`config.mk`:
```
export PLATFORM = sky130hd
export DESIGN_NAME = dma2ch
export DESIGN_NICKNAME = d
export VERILOG_FILES = /design/src/rtl/dma2ch_pkg.sv /design/src/rtl/dma2ch_reqsel.sv /design/src/rtl/dma2ch_chan.sv /design/src/rtl/dma2ch_engine.sv /design/src/rtl/dma2ch.sv
export SDC_FILE = /design/constraint.sdc
export NUM_CORES = 1
export LEC_CHECK = 0
export BUFFER_PORTS_ARGS = -buffer_cell sky130_fd_sc_hd__buf_2
export CORE_MARGIN = 3
export CORE_UTILIZATION = 60
export CTS_BUF_LIST = sky130_fd_sc_hd__clkbuf_2 sky130_fd_sc_hd__clkbuf_4 sky130_fd_sc_hd__clkbuf_8
export DETAILED_ROUTE_END_ITERATION = 6
export PLACE_DENSITY_LB_ADDON = 0.05
export SLEW_MARGIN = 20
export SYNTH_ARGS = -nofsm -noshare
export SYNTH_HDL_FRONTEND = slang
export SYNTH_SLANG_ARGS = --single-unit
```
`constraint.sdc`:
```
create_clock -name clk -period 2.7 [get_ports clk]
set_input_delay 0.405 -clock clk [delete_from_list [all_inputs] [get_ports clk]]
set_output_delay 0.405 -clock clk [all_outputs]
set_load 0.02 [all_outputs]
```
`src/rtl/dma2ch_pkg.sv`:
```
package dma2ch_pkg;
  localparam int ADDR_W = 20;
  localparam int DATA_W = 16;
  localparam int CNT_W  = 16;
  localparam int SEL_W  = 3;
  localparam int NPER   = 4;
  localparam int IDX_W  = 3;

  localparam logic [IDX_W-1:0] RI_SRC = 3'd0;
  localparam logic [IDX_W-1:0] RI_DST = 3'd1;
  localparam logic [IDX_W-1:0] RI_RLD = 3'd2;
  localparam logic [IDX_W-1:0] RI_CTL = 3'd3;
  localparam logic [IDX_W-1:0] RI_CNT = 3'd4;
  localparam logic [IDX_W-1:0] RI_TRG = 3'd5;

  typedef struct packed {
    logic [SEL_W-1:0] sel;
    logic             dst_fwd;
    logic             src_fwd;
    logic             rpt;
    logic             wide;
    logic             en;
  } ctrl_t;

  typedef enum logic [1:0] {ST_IDLE, ST_RD, ST_WR} eng_st_t;
endpackage

```
`src/rtl/dma2ch_reqsel.sv`:
```
module dma2ch_reqsel
  import dma2ch_pkg::*;
#(
  parameter int NCH = 2
) (
  input  logic                 clk,
  input  logic                 rst_n,
  input  logic                 ext_pin,
  input  logic [NPER-1:0]      periph_req,
  input  logic [NCH-1:0]       sw_trig,
  input  logic [NCH*SEL_W-1:0] sel_flat,
  output logic [NCH-1:0]       req_ev
);
  logic pin_q;
  logic pin_fall, pin_any;

  always_ff @(posedge clk or negedge rst_n) begin
    if (!rst_n) pin_q <= 1'b1;
    else        pin_q <= ext_pin;
  end

  assign pin_fall = pin_q & ~ext_pin;
  assign pin_any  = pin_q ^ ext_pin;

  for (genvar c = 0; c < NCH; c++) begin : g_sel
    logic [SEL_W-1:0] s;
    assign s = sel_flat[c*SEL_W +: SEL_W];
    always_comb begin
      case (s)
        3'd0:    req_ev[c] = 1'b0;
        3'd1:    req_ev[c] = sw_trig[c];
        3'd2:    req_ev[c] = pin_fall;
        3'd3:    req_ev[c] = pin_any;
        default: req_ev[c] = periph_req[s[SEL_W-2:0]];
      endcase
    end
  end
endmodule

```
`src/rtl/dma2ch_chan.sv`:
```
module dma2ch_chan
  import dma2ch_pkg::*;
#(
  parameter int AW = ADDR_W,
  parameter int CW = CNT_W
) (
  input  logic             clk,
  input  logic             rst_n,
  input  logic             wr_en,
  input  logic [IDX_W-1:0] idx,
  input  logic [AW-1:0]    wdata,
  output logic [AW-1:0]    rd_data,
  input  logic             req_ev,
  input  logic             grant,
  input  logic             done,
  output logic             pend,
  output logic [AW-1:0]    cur_src,
  output logic [AW-1:0]    cur_dst,
  output logic             wide,
  output logic [SEL_W-1:0] sel,
  output logic             sw_trig,
  output logic             irq
);
  ctrl_t         ctl;
  logic [AW-1:0] src_r, dst_r, fptr;
  logic [CW-1:0] rld, cnt;
  logic          started, pend_r;
  logic          src_fwd_e, dst_fwd_e;
  logic [AW-1:0] fwd_reg, ptr_cur, step;

  assign src_fwd_e = ctl.src_fwd;
  assign dst_fwd_e = ctl.dst_fwd & ~ctl.src_fwd;
  assign fwd_reg   = src_fwd_e ? src_r : dst_r;
  assign ptr_cur   = started ? fptr : fwd_reg;
  assign cur_src   = src_fwd_e ? ptr_cur : src_r;
  assign cur_dst   = dst_fwd_e ? ptr_cur : dst_r;
  assign step      = ctl.wide ? AW'(2) : AW'(1);
  assign wide      = ctl.wide;
  assign sel       = ctl.sel;
  assign pend      = pend_r & ctl.en;
  assign sw_trig   = wr_en && (idx == RI_TRG) && wdata[0];

  always_ff @(posedge clk or negedge rst_n) begin
    if (!rst_n) begin
      ctl     <= '0;
      src_r   <= '0;
      dst_r   <= '0;
      fptr    <= '0;
      rld     <= '0;
      cnt     <= '0;
      started <= 1'b0;
      pend_r  <= 1'b0;
      irq     <= 1'b0;
    end else begin
      irq    <= 1'b0;
      pend_r <= ctl.en & ((pend_r & ~grant) | req_ev);
      if (grant && !started) begin
        fptr    <= fwd_reg;
        cnt     <= rld;
        started <= 1'b1;
      end
      if (done) begin
        fptr <= fptr + step;
        if (cnt == '0) begin
          irq <= 1'b1;
          if (ctl.rpt) cnt <= rld;
          else begin
            ctl.en  <= 1'b0;
            started <= 1'b0;
          end
        end else begin
          cnt <= cnt - CW'(1);
        end
      end
      if (wr_en) begin
        case (idx)
          RI_SRC: if (!ctl.en || src_fwd_e) src_r <= wdata;
          RI_DST: if (!ctl.en || dst_fwd_e) dst_r <= wdata;
          RI_RLD: rld <= wdata[CW-1:0];
          RI_CTL: begin
            ctl <= ctrl_t'(wdata[$bits(ctrl_t)-1:0]);
            if (!wdata[0] || !ctl.en) started <= 1'b0;
          end
          default: ;
        endcase
      end
    end
  end

  always_comb begin
    case (idx)
      RI_SRC:  rd_data = (ctl.en && src_fwd_e) ? ptr_cur : src_r;
      RI_DST:  rd_data = (ctl.en && dst_fwd_e) ? ptr_cur : dst_r;
      RI_RLD:  rd_data = AW'(rld);
      RI_CTL:  rd_data = AW'(ctl);
      RI_CNT:  rd_data = AW'(cnt);
      default: rd_data = '0;
    endcase
  end
endmodule

```
`src/rtl/dma2ch_engine.sv`:
```
module dma2ch_engine
  import dma2ch_pkg::*;
#(
  parameter int NCH = 2,
  parameter int AW  = ADDR_W,
  parameter int DW  = DATA_W
) (
  input  logic              clk,
  input  logic              rst_n,
  input  logic [NCH-1:0]    pend,
  input  logic [NCH*AW-1:0] cur_src,
  input  logic [NCH*AW-1:0] cur_dst,
  input  logic [NCH-1:0]    wide,
  output logic [NCH-1:0]    grant,
  output logic [NCH-1:0]    done,
  output logic              mem_valid,
  input  logic              mem_ready,
  output logic              mem_we,
  output logic              mem_wide,
  output logic [AW-1:0]     mem_addr,
  output logic [DW-1:0]     mem_wdata,
  input  logic [DW-1:0]     mem_rdata
);
  localparam int CHW = (NCH > 1) ? $clog2(NCH) : 1;

  eng_st_t        st;
  logic [CHW-1:0] ch_q, gidx;
  logic [AW-1:0]  a_src, a_dst;
  logic           wd_q;
  logic [DW-1:0]  data_q;

  always_comb begin
    grant = '0;
    gidx  = '0;
    if (st == ST_IDLE) begin
      for (int c = NCH - 1; c >= 0; c--) begin
        if (pend[c]) begin
          grant    = '0;
          grant[c] = 1'b1;
          gidx     = CHW'(c);
        end
      end
    end
  end

  always_comb begin
    done = '0;
    if (st == ST_WR && mem_ready) done[ch_q] = 1'b1;
  end

  assign mem_valid = (st != ST_IDLE);
  assign mem_we    = (st == ST_WR);
  assign mem_addr  = (st == ST_WR) ? a_dst : a_src;
  assign mem_wdata = data_q;
  assign mem_wide  = wd_q;

  always_ff @(posedge clk or negedge rst_n) begin
    if (!rst_n) begin
      st     <= ST_IDLE;
      ch_q   <= '0;
      a_src  <= '0;
      a_dst  <= '0;
      wd_q   <= 1'b0;
      data_q <= '0;
    end else begin
      case (st)
        ST_IDLE: if (|grant) begin
          ch_q  <= gidx;
          a_src <= cur_src[gidx*AW +: AW];
          a_dst <= cur_dst[gidx*AW +: AW];
          wd_q  <= wide[gidx];
          st    <= ST_RD;
        end
        ST_RD: if (mem_ready) begin
          data_q <= wd_q ? mem_rdata : DW'(mem_rdata[DW/2-1:0]);
          st     <= ST_WR;
        end
        ST_WR: if (mem_ready) st <= ST_IDLE;
        default: st <= ST_IDLE;
      endcase
    end
  end
endmodule

```
`src/rtl/dma2ch.sv`:
```
module dma2ch
  import dma2ch_pkg::*;
#(
  parameter int NCH = 2,
  parameter int AW  = ADDR_W,
  parameter int DW  = DATA_W
) (
  input  logic                  clk,
  input  logic                  rst_n,
  input  logic                  reg_wr,
  input  logic [IDX_W:0]        reg_addr,
  input  logic [AW-1:0]         reg_wdata,
  output logic [AW-1:0]         reg_rdata,
  input  logic                  ext_pin,
  input  logic [NPER-1:0]       periph_req,
  output logic                  mem_valid,
  input  logic                  mem_ready,
  output logic                  mem_we,
  output logic                  mem_wide,
  output logic [AW-1:0]         mem_addr,
  output logic [DW-1:0]         mem_wdata,
  input  logic [DW-1:0]         mem_rdata,
  output logic [NCH-1:0]        irq
);
  logic [NCH-1:0]       pend_v, grant_v, done_v, req_ev, sw_trig, wide_v;
  logic [NCH*AW-1:0]    src_v, dst_v, rd_v;
  logic [NCH*SEL_W-1:0] sel_v;

  for (genvar c = 0; c < NCH; c++) begin : g_ch
    logic wr_c;
    assign wr_c = reg_wr && (reg_addr[IDX_W] == c[0]);
    dma2ch_chan #(.AW(AW), .CW(CNT_W)) u_chan (
      .clk     (clk),
      .rst_n   (rst_n),
      .wr_en   (wr_c),
      .idx     (reg_addr[IDX_W-1:0]),
      .wdata   (reg_wdata),
      .rd_data (rd_v[c*AW +: AW]),
      .req_ev  (req_ev[c]),
      .grant   (grant_v[c]),
      .done    (done_v[c]),
      .pend    (pend_v[c]),
      .cur_src (src_v[c*AW +: AW]),
      .cur_dst (dst_v[c*AW +: AW]),
      .wide    (wide_v[c]),
      .sel     (sel_v[c*SEL_W +: SEL_W]),
      .sw_trig (sw_trig[c]),
      .irq     (irq[c])
    );
  end

  assign reg_rdata = rd_v[reg_addr[IDX_W]*AW +: AW];

  dma2ch_reqsel #(.NCH(NCH)) u_reqsel (
    .clk        (clk),
    .rst_n      (rst_n),
    .ext_pin    (ext_pin),
    .periph_req (periph_req),
    .sw_trig    (sw_trig),
    .sel_flat   (sel_v),
    .req_ev     (req_ev)
  );

  dma2ch_engine #(.NCH(NCH), .AW(AW), .DW(DW)) u_eng (
    .clk       (clk),
    .rst_n     (rst_n),
    .pend      (pend_v),
    .cur_src   (src_v),
    .cur_dst   (dst_v),
    .wide      (wide_v),
    .grant     (grant_v),
    .done      (done_v),
    .mem_valid (mem_valid),
    .mem_ready (mem_ready),
    .mem_we    (mem_we),
    .mem_wide  (mem_wide),
    .mem_addr  (mem_addr),
    .mem_wdata (mem_wdata),
    .mem_rdata (mem_rdata)
  );
endmodule

```
Word level (Yosys, flattened, before mapping)
Cells that the tools add are included.
{"block": "word_totals", "romBits": 0, "ram_bits": 0, "elab_cells": 208, "n_memories": 0, "regBits": 267, "output_inout_bits": 61, "latch_bits": 0}
{"block": "op_classes", "eq_ne": 16, "div_mod_pow": 0, "magnitude_cmp": 5, "n_mul": 2, "bitwise": 18, "n_mux": 79, "shift": 3, "addsub": 4, "reduce_logical": 46}
{"cell": "2-to-1 mux 20 bit", "n": 17}
{"cell": "one-hot mux 20 bit (5 select lines)", "n": 2}
{"cell": "2-to-1 mux 16 bit", "n": 9}
{"cell": "indexed part select 40 x 7 -> 20 bit", "n": 3}
{"cell": "adder 20 bit", "n": 2}
{"cell": "2-to-1 mux 1 bit", "n": 36}
{"cell": "logical NOT 16 bit", "n": 2}
{"cell": "subtractor 16 x 1 -> 16 bit (second input constant)", "n": 2}
{"cell": "== test 3 x 2 -> 1 bit (second input constant)", "n": 6}
{"cell": "2-to-1 mux 2 bit", "n": 9}
{"cell": "AND reduction 3 bit", "n": 5}
{"cell": "logical AND 1 bit", "n": 14}
{"cell": "AND reduction 2 bit", "n": 6}
{"cell": "AND 1 bit", "n": 9}
{"cell": "== test 3 x 1 -> 1 bit (second input constant)", "n": 3}
{"cell": "logical NOT 3 bit", "n": 3}
{"cell": "multiplier 1 x 3 -> 4 bit (second input constant)", "n": 2}
{"cell": "one-hot mux 1 bit (4 select lines)", "n": 2}
{"cell": "== test 3 bit (second input constant)", "n": 2}
{"cell": "logical OR 1 bit", "n": 6}
{"cell": "< comparator 2 x 3 -> 1 bit (second input constant)", "n": 2}
{"cell": "inequality test 2 bit (second input constant)", "n": 3}
{"cell": "inverter 1 bit", "n": 6}
{"cell": "one-hot mux 2 bit (3 select lines)", "n": 1}
{"cell": "12 further kinds", "n": 21}

Longest topological paths before layout
{"block": "logic_depth", "depth_word": 12, "mapped_depth": 9, "depth_no_buf": 8}

Hierarchy
From an unflattened synthesis, not the netlist that was laid out.
{"block": "unflattened", "cells_unflattened": 1718, "area_unflattened_um2": 16926.2}
{"module": "dma2ch_chan (g_ch[1].u_chan)", "cells_each": 693, "area_per_inst_um2": 6844.1, "instances": 1}
{"module": "dma2ch_chan (g_ch[0].u_chan)", "cells_each": 690, "area_per_inst_um2": 6717.7, "instances": 1}
{"module": "dma2ch_engine", "cells_each": 295, "area_per_inst_um2": 2930.3, "instances": 1}
{"module": "dma2ch", "cells_each": 24, "area_per_inst_um2": 260.2, "instances": 1}
{"module": "dma2ch_reqsel", "cells_each": 16, "area_per_inst_um2": 173.9, "instances": 1}

Least setup slack after synthesis
OpenSTA, ideal clock, no wires.
{"block": "synth_timing", "kind": "input to output", "from": "input port reg_addr[0]", "to": "output port reg_rdata[0]", "path_stages": 8, "path_buffers": 4, "setup_slack_ns": 0.009, "required_ns": 2.295, "t_arrival_ns": 2.286, "cell_sequence": "clkbuf_1 -> clkbuf_1 -> buf_2 -> clkbuf_1 -> a221oi_1 -> a21oi_1 -> o21bai_1 -> a221oi_1"}
{"block": "synth_via", "elab_chain_len": 3, "elab_cells_between_ends": 8, "cone_classes": "eq/ne (4); shift (1); mux (2); reduce/logical (1)"}
{"item": "from (decl)", "line": "dma2ch.sv:11", "source": "input logic [IDX_W:0] reg_addr,"}
{"item": "== test 3 bit, or another cell as far along", "line": "dma2ch_chan.sv:91", "source": "case (idx)"}
{"item": "one-hot mux 20 bit (5 select lines)", "line": "dma2ch_chan.sv:91"}
{"item": "indexed part select 40 x 7 -> 20 bit *", "line": "dma2ch.sv:52", "source": "assign reg_rdata = rd_v[reg_addr[IDX_W]*AW +: AW];"}
{"item": "to (decl)", "line": "dma2ch.sv:13", "source": "output logic [AW-1:0] reg_rdata,"}
Mark *: on every way between the ends. The rest lies on a longest branch, timed or not.

Worst setup path after layout
{"block": "layout_timing", "from": "register g_ch[0].u_chan.ctl, in the netlist g_ch[0].u_chan.src_fwd_e", "to": "output port reg_rdata[12]"}
{"block": "layout_via", "elab_chain_len": 6, "elab_cells_between_ends": 10, "cone_classes": "shift (1); mux (5); bitwise (2); reduce/logical (2)"}
{"item": "from (decl)", "line": "dma2ch_chan.sv:24", "source": "ctrl_t ctl;"}
{"item": "from (signal assigned)", "line": "dma2ch_chan.sv:81", "source": "ctl <= ctrl_t'(wdata[$bits(ctrl_t)-1:0]);"}
{"item": "inverter 1 bit", "line": "dma2ch_chan.sv:32", "source": "assign dst_fwd_e = ctl.dst_fwd & ~ctl.src_fwd;"}
{"item": "AND 1 bit", "line": "dma2ch_chan.sv:32"}
{"item": "logical AND 1 bit", "line": "dma2ch_chan.sv:93", "source": "RI_DST: rd_data = (ctl.en && dst_fwd_e) ? ptr_cur : dst_r;"}
{"item": "2-to-1 mux 20 bit", "line": "dma2ch_chan.sv:93"}
{"item": "one-hot mux 20 bit (5 select lines) *", "line": "dma2ch_chan.sv:91"}
{"item": "indexed part select 40 x 7 -> 20 bit *", "line": "dma2ch.sv:52"}
Marked as above.

==> flow_summary.toml <==
[status]
status = "finished, violations left"
violations = "setup timing"

[synth]
syn_area_um2 = 16400
synth-warning-count = 0
synth_area_per_cell_um2 = 9.81
yosys.area_share.simple = 0.138
synth_top_area_cell = "dfrtp_1"
synth_mux_area_frac = 0.209
synth-xor-area-share = 0.00747
synth.most_common_cell = "dfrtp_1"
synthCells = 1674
ys.flop_type = "dfrtp_1"
ys_ff_latch = 267
synth_seq_area_share = 0.407
synthAdderAreaFrac = 0.00930
synth_compound_area_frac = 0.188
ys_types = 84
syn_nets = 1734
synth_top_area_share = 0.405
synthArstFlopShare = 1.00
ys_top_cells_by_area = "dfrtp_1, mux2_2, mux2i_1, nand2_1, o21ai_0"
synth_top_family_by_area = "multiplexers"
synth_commonest_cells = "dfrtp_1, mux2_2, nand2_1"
synth_edf_count = 0

[route]
ant_nets = 0
num_vias = 15300
drt_pass1_iterations = 6
wl_per_cell_um = 26.3
viasPerCell = 6.91
wl_um = 58400
route.detailed.drc = 0
drt_iter0_drc = 2024

[floorplan]
dieArea_um2 = 29400
num_rows = 59
core_area_um2 = 26500
io_pins = 110
initial_core_util = 0.620
die_x_um = 171
die_y_um = 171

[placed_design]
io_buffers = 109
gp_congestion = 1.01
place_hpwl_um = 42200
placed_cells = 2106

[final_layout]
fin_cells = 2218
ff_latch_area_um2 = 6690
drive_above_1_share = 0.342
fillers = 1883
multiInputGateArea_um2 = 9510
nets = 1915
synthToLayoutAreaGrowth_pct = 21.0

[pwr]
p_per_area_nw_per_um2 = 963
vdd_drop_max_uv = 555
leakage_nw = 8.77

[grt]
grt_antenna_before_repair = 1
grt_use_met3 = 0.0715
top_usage_layer = "met2"
use_met2 = 0.604
grt_start_max_net_pins = 73
grt_pass1_vias = 14600
grtUsageTotal = 0.395
grt_overflow = 0
grt_pass1_wl_um = 88500
use_met1 = 0.553

[worst_setup_path]
critPathTopFamily = "multiplexers"
arrival_ps = 2590
worstReg2RegStart = "g_ch[1].u_chan.cnt[9]"
worst-setup-path-type = "reg -> out"
cp-startpoint = "g_ch[0].u_chan.src_fwd_e"
r2r_cells = 5
cp-endpoint = "reg_rdata[12]"
path_cells = "buf_8, buf_12, mux2_2, mux2_4, mux2_2, a221oi_2, nor2_1, buf_4"
r2r_slack_ps = 200
startpoint_type = "flop"
cp-end-kind = "output pin"
path_max_fanout = 6
path_buf_inv = 3
cp_slowest_stage_delay_ps = 390
cp.depth = 8
cp.required_ps = 2300
cp_common_cell = "mux2_2"
r2r_end = "g_ch[1].u_chan.cnt[5]"
worst_path_max_delay_cell = "dfrtp_2"

[sta]
fin_skew_ps = 25.3
finalHoldViolCount = 0
grt_setup_unrepaired = "yes"
finalMaxSlewViolations = 0
max_freq_mhz = 334
setup_viol = 20
fin_ws_ps = -296
final.period_utilization = 1.11
worst_slew_pin_slew_ps = 753
relSlewSlack = 0.496
finalCriticalPeriod_ps = 3000
timing.setup.tns_ps = -4050

[clocking]
cts_buffer_depth = 3
cts_tree = "built"
htreeDepth = 2
cts-root-buf = "clkbuf_8"
numCtsBuffers = 46
path_clk_slew_ps = 60
clock_latency_ps = 570
clkSinkCount = 267

[worst_hold_path]
hp-class = "in -> reg"

[flow_run]
maxCapViolCount = 0
per-layer routing:
| layer | up-vias | share of wire |
|---|---|---|
| met5 | - | 0.00014 |
| met4 | 2 | 0.055 |
| met3 | 208 | 0.10 |
| met2 | 966 | 0.44 |
| met1 | 7494 | 0.40 |
| li1 | 6652 | - |
registers in the layout (all words and copies together), names as in the netlist:
register	cells
g_ch.u_chan.dst_r	40
g_ch.u_chan.fptr	40
g_ch.u_chan.src_r	40
g_ch.u_chan.cnt	32
g_ch.u_chan.rld	32
u_eng.a_dst	20
u_eng.a_src	20
u_eng.mem_wdata	16
g_ch.u_chan.ctl	6
g_ch.u_chan.sel	6
g_ch.u_chan.irq	2
g_ch.u_chan.pend_r	2
g_ch.u_chan.src_fwd_e	2
g_ch.u_chan.started	2
g_ch.u_chan.wide	2
u_eng.st	2
u_eng.ch_q	1
u_eng.mem_wide	1
u_reqsel.pin_q	1
layout make-up:
type                            count  area share
Clock buffer                       71      0.0463
Sequential cell                   267       0.337
Clock inverter                      4     0.00365
Antenna cell                        1    0.000126
Tap cell                          335      0.0211
Inverter                           26     0.00497
Multi-Input combinational cell   1237       0.479
Timing Repair Buffer              277       0.109
cells in the final DEF, fill, tap and decap left out, types with 12 or more instances in the layout:
cell type    n
nor3_1      21
o21ai_0     90
mux2_4      23
clkbuf_8    62
inv_1       24
buf_6       24
o22ai_1     24
nor2b_1     20
mux2_2     183
o221ai_1    13
mux2i_1     98
buf_2       88
o211ai_1    45
buf_12      12
nand3b_1    14
a31oi_1     13
a21oi_1     57
dfrtp_1    261
buf_4      146
nand2_1    172
nor2_1      74
nand3_1     41
and3_1      17
a211oi_1    35
a22oi_1     21
how the worst min path moves through the flow:
stage | from | end | slack [ps] | cells past startpoint
3_5_place_dp | rst_n | u_eng.mem_wdata[5] | 420 | 1
4_1_cts | mem_rdata[5] | u_eng.mem_wdata[5] | 60 | 2
2_1_floorplan | rst_n | g_ch[0].u_chan.cnt[0] | 110 | 0
3_3_place_gp | rst_n | u_eng.mem_wdata[5] | 410 | 1
5_1_grt | mem_rdata[5] | u_eng.mem_wdata[5] | 70 | 2
6_report | mem_rdata[5] | u_eng.mem_wdata[5] | 70 | 2
timing repair:
action | 4_1_cts | 5_1_grt
pin swaps | 36 | 29
buffers inserted | 18 | 16
cloned | 2 | 0
resized for setup | 110 | 42
endpoints found under the hold margin | 66 | 0
hold buffers | 2 | 0
endpoints found under the setup margin | 20 | 33
logic make-up after synthesis:
| family | count (synthesis) |
|---|---|
| xor+xnor | 14 |
| flops | 267 |
| compound gates | 443 |
| mux | 314 |
| simple gates | 455 |
| buf+inv | 170 |
| fa+ha+maj | 11 |
through the flow:
stage | area (µm²) | power (mW) | util | setup slack [ps] | hold WS, ps
5_1_grt | 19900 | 20.0 | 0.750 | -365 | 71.4
3_5_place_dp | 18000 | 14.1 | 0.679 | 120 | 422
3_3_place_gp | 18000 | 14.0 | 0.679 | 138 | 413
6_report | 19900 | 19.1 | 0.750 | -296 | 68.1
4_1_cts | 19600 | 18.7 | 0.740 | -282 | 56.5
2_1_floorplan | 16400 | 11.2 | - | 8.75 | 109
where the power goes:
| part | internal (mW) | switching [mW] | leakage, nW |
|---|---|---|---|
| Clock | 2.33 | 1.67 | 0.520 |
| Sequential | 5.38 | 1.82 | 3.25 |
| Combinational | 3.75 | 4.18 | 5.00 |
No activity file was read; power rests on OpenSTA's default activity.
